`src/rtl/rbm_gibbs_pkg.sv`:
```
`timescale 1ns/1ps
// Shared types for the Gibbs sampling sequencer.
// Assumes: consumers import the package; no parameters live here.
package rbm_gibbs_pkg;
    typedef enum logic [1:0] {
        SEQ_IDLE,
        SEQ_UPDATE,
        SEQ_SYNC_A,
        SEQ_SYNC_B
    } seq_state_t;

    typedef enum logic {
        LAYER_HID,
        LAYER_VIS
    } layer_sel_t;
endpackage

```
`src/rtl/rbm_param_regs.sv`:
```
`timescale 1ns/1ps
// Weight and bias register file for the sampler.
// Holds NV*NH weights, then NV visible biases, then NH hidden biases, at
// consecutive addresses. Assumes writes are blocked by 'lock' during a run;
// addresses past the last register are dropped.
module rbm_param_regs #(
    parameter int NV     = 3,
    parameter int NH     = 2,
    parameter int WW     = 8,
    parameter int ADDR_W = 4
) (
    input  logic                 clk,
    input  logic                 rst_n,
    input  logic                 lock,
    input  logic                 we,
    input  logic [ADDR_W-1:0]    addr,
    input  logic [WW-1:0]        wdata,
    output logic [NV*NH*WW-1:0]  w_flat,
    output logic [NV*WW-1:0]     vb_flat,
    output logic [NH*WW-1:0]     hb_flat
);
    localparam int NW_REG = NV * NH;
    localparam int NREG   = NW_REG + NV + NH;

    logic [WW-1:0] regs [NREG];

    for (genvar k = 0; k < NREG; k++) begin : g_reg
        // Capture one register on a matching unlocked write.
        always_ff @(posedge clk) begin
            if (!rst_n) begin
                regs[k] <= '0;
            end else if (we && !lock && addr == ADDR_W'(k)) begin
                regs[k] <= wdata;
            end
        end
    end

    for (genvar k = 0; k < NW_REG; k++) begin : g_wout
        assign w_flat[k*WW +: WW] = regs[k];
    end
    for (genvar k = 0; k < NV; k++) begin : g_vbout
        assign vb_flat[k*WW +: WW] = regs[NW_REG + k];
    end
    for (genvar k = 0; k < NH; k++) begin : g_hbout
        assign hb_flat[k*WW +: WW] = regs[NW_REG + NV + k];
    end
endmodule

```
`src/rtl/rbm_layer_sampler.sv`:
```
`timescale 1ns/1ps
// Combinational stochastic threshold sampler for one layer.
// Output o fires when bias_o + sum(active input weights) - leak >= noise_o,
// all signed. Weight for (o,i) sits at slice o*NIN+i. Assumes the caller
// registers 'fire' only on its update cycle.
module rbm_layer_sampler #(
    parameter int NIN  = 3,
    parameter int NOUT = 2,
    parameter int WW   = 8,
    parameter int NW   = 8
) (
    input  logic [NIN-1:0]          x,
    input  logic [NOUT*NIN*WW-1:0]  wts,
    input  logic [NOUT*WW-1:0]      bias,
    input  logic [NW-1:0]           leak,
    input  logic [NOUT*NW-1:0]      noise,
    output logic [NOUT-1:0]         fire
);
    localparam int BASE_W = (WW > NW) ? WW : NW;
    localparam int ACC_W  = BASE_W + $clog2(NIN + 2) + 1;
    localparam int XW     = ACC_W - WW;
    localparam int XN     = ACC_W - NW;

    logic signed [ACC_W-1:0] leak_s;
    assign leak_s = {{XN{leak[NW-1]}}, leak};

    for (genvar o = 0; o < NOUT; o++) begin : g_unit
        logic signed [ACC_W-1:0] acc;
        logic signed [ACC_W-1:0] noise_s;

        assign noise_s = {{XN{noise[o*NW+NW-1]}}, noise[o*NW +: NW]};

        // Sum bias and active weights, then remove the shared leak.
        always_comb begin
            acc = {{XW{bias[o*WW+WW-1]}}, bias[o*WW +: WW]};
            for (int i = 0; i < NIN; i++) begin
                if (x[i]) begin
                    acc = acc + {{XW{wts[(o*NIN+i)*WW+WW-1]}}, wts[(o*NIN+i)*WW +: WW]};
                end
            end
            acc = acc - leak_s;
        end

        assign fire[o] = (acc >= noise_s);
    end
endmodule

```
`src/rtl/rbm_seq_ctrl.sv`:
```
`timescale 1ns/1ps
// Pass sequencer: each layer pass is one update cycle and two sync cycles.
// Inference runs a single hidden pass; generative mode runs hidden+visible
// passes per sweep for the captured number of sweeps (0 counts as 1).
// Assumes 'start' is only honoured in the idle state.
module rbm_seq_ctrl #(
    parameter int CNT_W = 17
) (
    input  logic             clk,
    input  logic             rst_n,
    input  logic             start,
    input  logic             gen_mode,
    input  logic [CNT_W-1:0] iter_count,
    output logic             busy,
    output logic             sweep_valid,
    output logic             load_en,
    output logic             upd_hid,
    output logic             upd_vis
);
    import rbm_gibbs_pkg::*;

    seq_state_t       state;
    layer_sel_t       layer;
    logic             mode_q;
    logic [CNT_W-1:0] remaining;

    assign load_en = (state == SEQ_IDLE) && start;
    assign upd_hid = (state == SEQ_UPDATE) && (layer == LAYER_HID);
    assign upd_vis = (state == SEQ_UPDATE) && (layer == LAYER_VIS);

    // Advance the pass state, sweep counter and result pulse.
    always_ff @(posedge clk) begin
        if (!rst_n) begin
            state       <= SEQ_IDLE;
            layer       <= LAYER_HID;
            mode_q      <= 1'b0;
            remaining   <= '0;
            busy        <= 1'b0;
            sweep_valid <= 1'b0;
        end else begin
            sweep_valid <= 1'b0;
            case (state)
                SEQ_IDLE: begin
                    if (start) begin
                        state     <= SEQ_UPDATE;
                        layer     <= LAYER_HID;
                        mode_q    <= gen_mode;
                        remaining <= (iter_count == '0) ? CNT_W'(1) : iter_count;
                        busy      <= 1'b1;
                    end
                end
                SEQ_UPDATE: state <= SEQ_SYNC_A;
                SEQ_SYNC_A: state <= SEQ_SYNC_B;
                SEQ_SYNC_B: begin
                    if (layer == LAYER_HID && !mode_q) begin
                        sweep_valid <= 1'b1;
                        busy        <= 1'b0;
                        state       <= SEQ_IDLE;
                    end else if (layer == LAYER_HID) begin
                        layer <= LAYER_VIS;
                        state <= SEQ_UPDATE;
                    end else begin
                        sweep_valid <= 1'b1;
                        if (remaining == CNT_W'(1)) begin
                            busy  <= 1'b0;
                            state <= SEQ_IDLE;
                        end else begin
                            remaining <= remaining - CNT_W'(1);
                            layer     <= LAYER_HID;
                            state     <= SEQ_UPDATE;
                        end
                    end
                end
                default: state <= SEQ_IDLE;
            endcase
        end
    end
endmodule

```
`src/rtl/rbm_gibbs_sequencer.sv`:
```
`timescale 1ns/1ps
// Top of the RBM Gibbs sampler: register file, pass sequencer, one
// sampler per layer and the two layer state registers.
// Assumes noise and leak are held stable across each update cycle.
module rbm_gibbs_sequencer #(
    parameter int NV     = 3,
    parameter int NH     = 2,
    parameter int WW     = 8,
    parameter int NW     = 8,
    parameter int CNT_W  = 17,
    parameter int ADDR_W = $clog2(NV*NH + NV + NH)
) (
    input  logic                  clk,
    input  logic                  rst_n,
    input  logic                  cfg_we,
    input  logic [ADDR_W-1:0]     cfg_addr,
    input  logic [WW-1:0]         cfg_wdata,
    input  logic                  start,
    input  logic                  gen_mode,
    input  logic [CNT_W-1:0]      iter_count,
    input  logic [NV-1:0]         vis_init,
    input  logic [NW-1:0]         leak,
    input  logic [(NV+NH)*NW-1:0] thr_noise,
    output logic                  busy,
    output logic                  sweep_valid,
    output logic [NV+NH-1:0]      joint_state,
    output logic [NV-1:0]         vis_state,
    output logic [NH-1:0]         hid_state
);
    logic [NV*NH*WW-1:0] w_flat;
    logic [NH*NV*WW-1:0] w_to_hid;
    logic [NV*WW-1:0]    vb_flat;
    logic [NH*WW-1:0]    hb_flat;
    logic [NV-1:0]       vis_fire;
    logic [NH-1:0]       hid_fire;
    logic                load_en;
    logic                upd_hid;
    logic                upd_vis;
    logic [NV-1:0]       vis_q;
    logic [NH-1:0]       hid_q;

    rbm_param_regs #(.NV(NV), .NH(NH), .WW(WW), .ADDR_W(ADDR_W)) u_regs (
        .clk     (clk),
        .rst_n   (rst_n),
        .lock    (busy),
        .we      (cfg_we),
        .addr    (cfg_addr),
        .wdata   (cfg_wdata),
        .w_flat  (w_flat),
        .vb_flat (vb_flat),
        .hb_flat (hb_flat)
    );

    rbm_seq_ctrl #(.CNT_W(CNT_W)) u_ctrl (
        .clk         (clk),
        .rst_n       (rst_n),
        .start       (start),
        .gen_mode    (gen_mode),
        .iter_count  (iter_count),
        .busy        (busy),
        .sweep_valid (sweep_valid),
        .load_en     (load_en),
        .upd_hid     (upd_hid),
        .upd_vis     (upd_vis)
    );

    // Regroup weights so each hidden unit sees its visible fan-in contiguously.
    for (genvar j = 0; j < NH; j++) begin : g_tr_h
        for (genvar i = 0; i < NV; i++) begin : g_tr_v
            assign w_to_hid[(j*NV+i)*WW +: WW] = w_flat[(i*NH+j)*WW +: WW];
        end
    end

    rbm_layer_sampler #(.NIN(NV), .NOUT(NH), .WW(WW), .NW(NW)) u_hid_sampler (
        .x     (vis_q),
        .wts   (w_to_hid),
        .bias  (hb_flat),
        .leak  (leak),
        .noise (thr_noise[(NV+NH)*NW-1 : NV*NW]),
        .fire  (hid_fire)
    );

    rbm_layer_sampler #(.NIN(NH), .NOUT(NV), .WW(WW), .NW(NW)) u_vis_sampler (
        .x     (hid_q),
        .wts   (w_flat),
        .bias  (vb_flat),
        .leak  (leak),
        .noise (thr_noise[NV*NW-1 : 0]),
        .fire  (vis_fire)
    );

    // Load layers on start, otherwise latch the layer selected for update.
    always_ff @(posedge clk) begin
        if (!rst_n) begin
            vis_q <= '0;
            hid_q <= '0;
        end else if (load_en) begin
            vis_q <= vis_init;
            hid_q <= '0;
        end else begin
            if (upd_hid) hid_q <= hid_fire;
            if (upd_vis) vis_q <= vis_fire;
        end
    end

    assign vis_state   = vis_q;
    assign hid_state   = hid_q;
    assign joint_state = {vis_q, hid_q};
endmodule

```
`config.mk`:
```
export PLATFORM = sky130hd
export DESIGN_NAME = rbm_gibbs_sequencer
export DESIGN_NICKNAME = d
export VERILOG_FILES = /design/src/rtl/rbm_gibbs_pkg.sv /design/src/rtl/rbm_param_regs.sv /design/src/rtl/rbm_layer_sampler.sv /design/src/rtl/rbm_seq_ctrl.sv /design/src/rtl/rbm_gibbs_sequencer.sv
export SDC_FILE = /design/constraint.sdc
export NUM_CORES = 1
export LEC_CHECK = 0
export BUFFER_PORTS_ARGS = -buffer_cell sky130_fd_sc_hd__buf_2
export CORE_ASPECT_RATIO = 0.75
export CORE_MARGIN = 5
export CORE_UTILIZATION = 38
export CTS_CLUSTER_DIAMETER = 80
export CTS_CLUSTER_SIZE = 14
export DETAILED_ROUTE_END_ITERATION = 10
export GPL_TIMING_DRIVEN = 0
export PLACE_DENSITY = 0.53
export SLEW_MARGIN = 20
export SYNTH_ARGS = -nofsm -noshare
export SYNTH_HDL_FRONTEND = slang
export SYNTH_SLANG_ARGS = --single-unit
```
`constraint.sdc`:
```
create_clock -name clk -period 6.85 [get_ports clk]
set_input_delay 1.7125 -clock clk [delete_from_list [all_inputs] [get_ports clk]]
set_output_delay 1.7125 -clock clk [all_outputs]
set_load 0.005 [all_outputs]
```
After elaboration in Yosys (flattened, before gate mapping). Memories as Yosys holds them, arrays and structs flattened. Cells that the tools add are included. W data, S select, Z words.

Flip-flop bits (word level): 28. Bits in latches: 0. Bits in writable memories: 88. Memory bits (read-only): 0. Memories: 1.

Memory list: u_regs.regs (words 11, width 8, read ports 11, clocked after Yosys merged registers in 0, wr ports 11, RTL line rbm_param_regs.sv:25) `logic [WW-1:0] regs [NREG];`.

Add/subtract/negate cells: 18. Multiply operators: 0. Divide/modulo/power cells: 0. $lt $le $gt $ge: 5. Equality and inequality tests: 20. Shift operators: 0. Muxes and demuxes: 82. Bitwise logic cells: 13. Reductions and logical operators: 29.

Operators by type and width (count): $mux W8 (11); $mux W17 (5); $mux W12 (6); $mux W11 (6); $add A12 B12 Y12 (4); $add A8 B8 Y9 (5); $mux W1 (45); $pmux W17 S2 (1); $add A11 B11 Y11 (3); $ge A11 B8 Y1 (3); $sub A11 B8 Y11 (3); $ge A12 B8 Y1 (2); $sub A12 B8 Y12 (2); $eq A17 B1 Y1 const B (1); $logic_not A17 Y1 (1); $sub A17 B1 Y17 const B (1); $eq A4 B3 Y1 const B (4); $logic_and A1 B1 Y1 (16); $eq A4 B4 Y1 const B (3); $or A1 B1 Y1 (11); $eq A4 B2 Y1 const B (2); $pmux W2 S4 (1); $mux W2 (3); $mux W3 (2); other kinds (17) (26).

Longest topological paths before layout. Gate-level depths: netlist of run 1. An unclocked memory read counts as a cell.

Depth after elaboration: 9. Gate-level depth with buffers: 36. Depth with buffers taken out: 36.

By module. From an unflattened synthesis of run 1, not the netlist that was laid out.

Cell total of the unflattened synthesis: 1770. Area, all modules: 15125.8 µm².

Modules (own cells, without submodules): rbm_layer_sampler at u_vis_sampler (times used 1, cells an instance 649, area an instance 4976.0 µm², seq. area each 0.0 µm²); rbm_layer_sampler at u_hid_sampler (times used 1, cells an instance 663, area an instance 4874.7 µm², seq. area each 0.0 µm²); rbm_param_regs (times used 1, cells an instance 233, area an instance 3474.6 µm², seq. area each 2642.5 µm²); rbm_seq_ctrl (times used 1, cells an instance 201, area an instance 1546.5 µm², seq. area each 460.4 µm²); rbm_gibbs_sequencer (times used 1, cells an instance 24, area an instance 254.0 µm², seq. area each 100.1 µm²).

Worst setup path before layout of run 1. Ideal clock, no wire load.

Path kind: flip-flop to flip-flop. Start: memory u_regs.regs[9][0], in the netlist u_regs.regs[2][8]. End: register hid_q[0], in the netlist hid_state[0]. Setup time: 0.126 ns. Arrival: 5.740 ns. Data required time: 6.724 ns. Setup slack: 0.984 ns. Stages on the path, launching flop included: 31. Path buffers: 0. Cell sequence: edfxtp_1 -> ha_1 -> inv_1 -> fa_1 -> nor2b_1 -> o31a_1 -> o21ai_1 -> or3b_1 -> a31o_1 -> ha_1 -> o21ai_0 -> a32oi_1 -> xnor2_1 -> nand2_1 -> o21a_1 -> ha_1 -> or2_2 -> o22ai_1 -> xnor2_1 -> mux2_2 -> ha_1 -> nand2_1 -> o31ai_1 -> nand3_1 -> nand2_1 -> xnor3_1 -> ha_1 -> inv_1 -> or3_1 -> a22oi_1 -> o21ai_0.

RTL lines: start: declaration (RTL line rbm_param_regs.sv:25); end signal: assignment (RTL line rbm_gibbs_sequencer.sv:101) `if (upd_hid) hid_q <= hid_fire;`; end: declaration (RTL line rbm_gibbs_sequencer.sv:40) `logic [NH-1:0] hid_q;`.

==> run summary, run 1 <==
outcome = completed
Die ar. = 41800 um^2
routed len/inst = 19.2 um
RSZ-0062 raised after global routing = true
hold_buf cts = 0
Reg clk slew, reported paths = 0.06 ns
Most Crowded Layer GR = met1
Synth Net Count = 2005
antenna-violating nets left = 0
crit path DAT = 6.89 ns
main combinational cell family by area after synthesis = adder cells
Placed Area = 15500 um^2
CP startpoint = u_regs.regs[0][8]
simple-gate share of the synthesized area = 0.181
#FFs+latches synth = 116
Routed WL = 44400 um
clock latency on the worst-skew pair = 0.43 ns
Final min period = 6.59 ns
Boundary Pins = 97
multiplexer share of the synthesized area = 0.0486
Placer Congestion = 0.909
clock skew = 0.00932 ns
post-DP HPWL = 36200 um
total grt overflow = 0
CP endpoint kind = flop
GR Util met1 = 0.337
post-synthesis adder-cell area fraction = 0.221
total CTS buffers = 17
worst r2r path cells = 36
H-tree depth = 4
Total Routing Usage GR = 0.208
vias = 12700
Cell Area, Synth = 14400 um^2
placed cells = 2276
Synth Area in Compound Gates = 0.215
xor/xnor cell area share of the yosys netlist = 0.0627
vias in the first global route = 11500
final setup vio count = 0
f_max = 0.152 GHz
Seq/Total Area, Yosys = 0.223
Critical Path Slowest Stage Cell = fa_1
Synth top area share = 0.197
DR vias/cell = 5.49
Synth area leaders = ha_1, edfxtp_1, xnor2_1
number of flops mapped to enable cells by yosys = 88
Site Rows = 61
largest net degree at the start of global routing = 19
area leader, netlist = ha_1
CTS tree = built
initial core utilization = 0.386
FF-to-FF Start = u_regs.regs[0][8]
slowest stage delay, CP = 0.42 ns
top cells by count, synth = ha_1, inv_1, nor2_1, a21oi_1, nand2_1
drc violations = 0
core area = 37200 um^2
antenna violations before repair = 2
Setup TNS = 0 ns
GR Util met3 = 0.0321
Pwr Density = 335 nW/um^2
final std cells w/o fill = 2315
syn avg cell area = 8.56 um^2
Ys Warns = 0
Slew headroom = 0.328
CTS max path bufs = 2
met2 Use GR = 0.292
Pre-antenna DRT Iters = 5
FILL cells = 3758
Worst Tran Pin Value = 1.01 ns
Initial DRC Count = 890
first-pass GRT wire length = 66500 um
Max Slew Vio Count = 0
# nets final = 2124
RR Endpoint = hid_state[1]
crit share post-route = 0.961
area added between synthesis and finish = 13.0%
number of buffers added on ports = 95
worst-path maximum fanout = 4
R2R Setup Slk = 0.26 ns
Top FF cell, synth = edfxtp_1
Clock Sinks = 116
Die X = 234 um
most frequent CP cell = ha_1
die span in y = 178 um
Max VDD drop = 0.194 mV
HP Class = reg2reg
MaxCap Viol Count = 0
CP required = 7.16 ns
Final Instance Area = 16200 um^2
Hold Violations, Final = 0
count leader, synth = ha_1
WS Path Type = reg2reg
FFs w/ async S/R, synth = 0
Mapped Cells = 1677
Root Buffer = clkbuf_16
CP startpoint kind = flop
Pleak = 7.34 nW
share of layout cells above drive strength 1 = 0.129
Critical Path End = hid_state[1]
post-synthesis cell type count = 82
==> logic make-up (layout without fill, tap and decap cells) <==
kind of cell | count (synthesis) | in the layout
compound gates | 472 | 472
xor+xnor | 98 | 98
fa+ha+maj | 243 | 243
buf+inv | 179 | 311
flops | 116 | 116
mux | 64 | 64
other cells | 0 | 2
simple gates | 505 | 505
==> repair_timing <==
item	4_1_cts	5_1_grt
pin swaps	0	7
cloned	0	0
endpoints found under the setup margin	2	4
gates resized for setup	1	33
buffers inserted	0	5
==> power by group <==
part | internal (W) | switching, W
Clock | 0.000545 | 0.000390
Sequential | 0.000827 | 0.0000846
Combinational | 0.00155 | 0.00203
Total | 0.00292 | 0.00251
==> layout by cell type, fill, tap and decap left out, types with 13 or more instances in the layout <==
cell type and n:
clkbuf_1 33, xnor2_1 68, o21ai_0 82, and2_1 90, fa_1 17, mux2i_1 16, ha_1 226, a22oi_1 14
nor3_1 30, a21oi_1 101, a21o_1 51, nand3_1 23, o21ai_1 26, o21a_1 29, buf_2 99, a211oi_1 17
nand2_1 102, nand2b_1 23, clkbuf_16 17, nor4_1 14, nor2b_1 45, nor2_1 119, inv_1 130, a31oi_1 16
o211ai_1 13, edfxtp_1 88, xor2_1 27, dfxtp_1 28, mux2_2 46
==> worst min-delay path by stage <==
| stage | start | to | slack (ns) | cells after the start |
|---|---|---|---|---|
| after global placement | u_ctrl.remaining[16] | u_ctrl.remaining[16] | 0.47 | 2 |
| after detailed placement | u_ctrl.remaining[16] | u_ctrl.remaining[16] | 0.47 | 2 |
| final | u_ctrl.remaining[16] | u_ctrl.remaining[16] | 0.47 | 2 |
| after global routing | u_ctrl.remaining[16] | u_ctrl.remaining[16] | 0.50 | 2 |
| after CTS | u_ctrl.remaining[16] | u_ctrl.remaining[16] | 0.48 | 2 |
| after floorplan | u_ctrl.remaining[16] | u_ctrl.remaining[16] | 0.45 | 2 |
==> registers in the layout, indices dropped and copies added (netlist names) <==
| signal | count |
|---|---|
| u_ctrl.busy | 1 |
| u_ctrl.sweep_valid | 1 |
| u_ctrl.remaining | 17 |
| u_ctrl.state | 2 |
| hid_state | 2 |
| u_regs.regs | 88 |
| u_ctrl.mode_q | 1 |
| u_ctrl.layer | 1 |
| vis_state | 3 |
==> through the flow <==
stage                     setup slack (ns)  hold slack [ns]  utilization  total power [W]
after floorplan                      0.984            0.449            -          0.00353
after global placement             -0.0530            0.470        0.416          0.00431
after detailed placement           -0.0557            0.467        0.416          0.00437
after CTS                          0.00305            0.475        0.432          0.00532
after global routing                -0.135            0.499        0.436          0.00590
final                                0.265            0.473        0.436          0.00542
==> worst max-delay path, delay by kind of cell, from the launching register on <==
kind	cells	cell delay, ns
adders and majority gates	6	1.85
buffers and inverters	2	0.14
xor gates and xnor gates	4	0.70
and+or+nand+nor	7	0.67
muxes	1	0.33
DFF	1	0.38
AOI/OAI and AO/OA	16	2.36
==> layout make-up <==
class,instances,area [um^2],share of cell area
clock inverter,15,171,0.0106
clock buffer,17,425,0.0262
timing repair buffer,100,513,0.0316
tap,504,631,0.0389
antenna,2,5.00,0.000309
buffer,47,210,0.0130
inverter,132,495,0.0306
sequential,116,3200,0.198
multi-input combinational,1382,10600,0.651
==> metal layers <==
layer,wire length (um),vias to the layer above
met5,0,-
met4,468,0
met3,2760,32
met2,17500,373
met1,23700,5951
li1,-,6350
(Power assumes the default switching activity.)
==> run 2: changes to the inputs <==
--- a/config.mk
+++ b/config.mk
@@ -5,15 +5,15 @@
 export SDC_FILE = /design/constraint.sdc
 export NUM_CORES = 1
 export LEC_CHECK = 0
-export BUFFER_PORTS_ARGS = -buffer_cell sky130_fd_sc_hd__buf_2
 export CORE_ASPECT_RATIO = 0.75
 export CORE_MARGIN = 5
 export CORE_UTILIZATION = 38
 export CTS_CLUSTER_DIAMETER = 80
 export CTS_CLUSTER_SIZE = 14
 export DETAILED_ROUTE_END_ITERATION = 10
+export DONT_BUFFER_PORTS = 1
 export GPL_TIMING_DRIVEN = 0
-export PLACE_DENSITY = 0.53
+export PLACE_DENSITY = 0.51
 export SLEW_MARGIN = 20
 export SYNTH_ARGS = -nofsm -noshare
 export SYNTH_HDL_FRONTEND = slang
==> run 2 against run 1 <==
  * Via count decreased by 2.5%
  * Count of clock-buffer cells in the layout unchanged
  * Largest power group unchanged
  * Clock skew increased by 0.0024 ns
  * Critical path depth unchanged
==> run summary, run 2 (same netlist as run 1, synthesis figures left out) <==
commonest non-fill, non-tap cells in the layout = ha_1, inv_1, nor2_1
final std cells w/o fill = 2218 (-4.2%)
Max Slew Vio Count = 0 (unchanged)
die span in y = 178 um (unchanged)
CTS max path bufs = 2 (unchanged)
most common cell after layout, fill and taps aside = ha_1
outcome = completed
Final min period = 6.50 ns (-0.0895 ns)
worst-path maximum fanout = 4 (unchanged)
WS Path Type = reg2reg
first-pass GRT wire length = 67800 um (+1.9%)
crit path DAT = 6.82 ns (-0.07 ns)
antenna diode count = 0 (-2)
Pwr Total = 0.00539 W (-0.55%)
max reg flops = 88 (unchanged)
slowest stage delay, CP = 0.42 ns (about the same)
initial core utilization = 0.386 (unchanged)
FILL cells = 3703 (-1.5%)
Placer Congestion = 0.909 (about the same)
Initial DRC Count = 782 (-12%)
Setup TNS = 0 ns (unchanged)
routed len/inst = 20.3 um (+6.0%)
f_max = 0.154 GHz (+1.4%)
Die X = 234 um (unchanged)
R2R Setup Slk = 0.35 ns (+0.09 ns)
MaxCap Viol Count = 0 (unchanged)
Pwr Density = 341 nW/um^2 (+1.9%)
CP startpoint kind = flop
Slew headroom = 0.325 (-0.00301)
Hold Violations, Final = 0 (unchanged)
number of buffers added on ports = 0 (-100%)
DR vias/cell = 5.58 (+1.7%)
CP required = 7.17 ns (about the same)
antenna violations before repair = 4 (+2)
clock skew = 0.0117 ns (+0.00240 ns)
CTS tree = built
crit share post-route = 0.948 (-0.0131)
clock latency on the worst-skew pair = 0.44 ns (about the same)
Max VDD drop = 0.178 mV (-8.4%)
core area = 37200 um^2 (unchanged)
antenna-violating nets left = 0 (unchanged)
Boundary Pins = 97 (unchanged)
Worst Tran Pin Value = 1.01 ns (+0.00451 ns)
Critical Path Slowest Stage Cell = edfxtp_1
Site Rows = 61 (unchanged)
total CTS buffers = 17 (unchanged)
share of layout cells above drive strength 1 = 0.0881 (-0.0407)
H-tree depth = 4 (unchanged)
total grt overflow = 0 (unchanged)
vias in the first global route = 11600 (+1.5%)
HP Class = reg2reg
Clock Sinks = 116 (unchanged)
vias = 12400 (-2.5%)
Largest Register = u_regs.regs
Pre-antenna DRT Iters = 5 (unchanged)
Reg clk slew, reported paths = 0.07 ns (about the same)
Routed WL = 45100 um (+1.6%)
Layout Utilization = 0.426 (-0.0105)
Total Routing Usage GR = 0.213 (+0.00499)
drc violations = 0 (unchanged)
placed cells = 2181 (-4.2%)
largest net degree at the start of global routing = 19 (unchanged)
post-DP HPWL = 36500 um (+0.64%)
area added between synthesis and finish = 10.2%
# nets final = 2029 (-4.5%)
Pleak = 6.97 nW (-5.0%)
hold_buf cts = 0 (unchanged)
CP endpoint kind = flop
Die ar. = 41800 um^2 (unchanged)
Root Buffer = clkbuf_16
final setup vio count = 0 (unchanged)
-- run 2: cell count changes in the layout (fill, tap and decap cells not counted), sizes merged --
cell	previous run	this run
clkinv	3	5
clkinvlp	4	1
buf	112	17
diode	2	0
inv	138	139
-- run 2: stage by stage --
stage	hold slack (ns)	cell area [um^2]	setup WS [ns]
after floorplan	0.449	14400	0.984
after global placement	0.462	15000	0.0193
after detailed placement	0.469	15000	0.0257
after CTS	0.480	15600	0.00618
after global routing	0.499	15800	-0.0490
final	0.490	15800	0.354
-- run 2: area by class of cell --
type | instances | area [um^2] | share of cell area
tap | 504 | 631 | 0.0398
multi-input combinational | 1382 | 10700 | 0.673
clock buffer | 17 | 425 | 0.0269
buffer | 47 | 213 | 0.0134
timing repair buffer | 5 | 37.5 | 0.00237
clock inverter | 15 | 170 | 0.0108
inverter | 132 | 495 | 0.0313
sequential | 116 | 3200 | 0.202
-- run 2: worst paths after layout --
kind | from | end | cells after the start
max | u_regs.regs[0][8] | hid_state[1] | 36
min | u_ctrl.remaining[16] | u_ctrl.remaining[16] | 2
max reg2reg | u_regs.regs[0][8] | hid_state[1] | 36
min reg2reg | u_ctrl.remaining[16] | u_ctrl.remaining[16] | 2
-- run 2: critical path: cells and delay by family, from the launching register on --
kind,cells,cell delay [ns]
flip-flops,1,0.42
XOR/XNOR,4,0.72
adder cells (fa/ha/maj),6,1.78
AO/OA/AOI/OAI,16,2.29
buffers and inverters,2,0.10
AND/OR/NAND/NOR,7,0.73
multiplexers,1,0.33
-- run 2: power breakdown --
part / switching (W) / internal [W] / leakage (nW)
Sequential: 0.0000898 / 0.000827 / 1.14
Clock: 0.000391 / 0.000546 / 0.293
Combinational: 0.00200 / 0.00154 / 5.54
-- run 2: timing repair --
action / in CTS / in global routing
pin swaps: 0 / 13
cloned: 0 / 0
resized for setup: 1 / 55
setup buffers: 0 / 5
setup endpoints to repair: 1 / 3
-- run 2: metal layers --
layer / track usage / part of all wire / vias to the layer above
met1: 0.330 / 0.52 / 5869
met5: 0 / 0 / -
met3: 0.0423 / 0.063 / 39
met4: 0.0435 / 0.016 / 0
met2: 0.306 / 0.40 / 316
li1: - / - / 6162
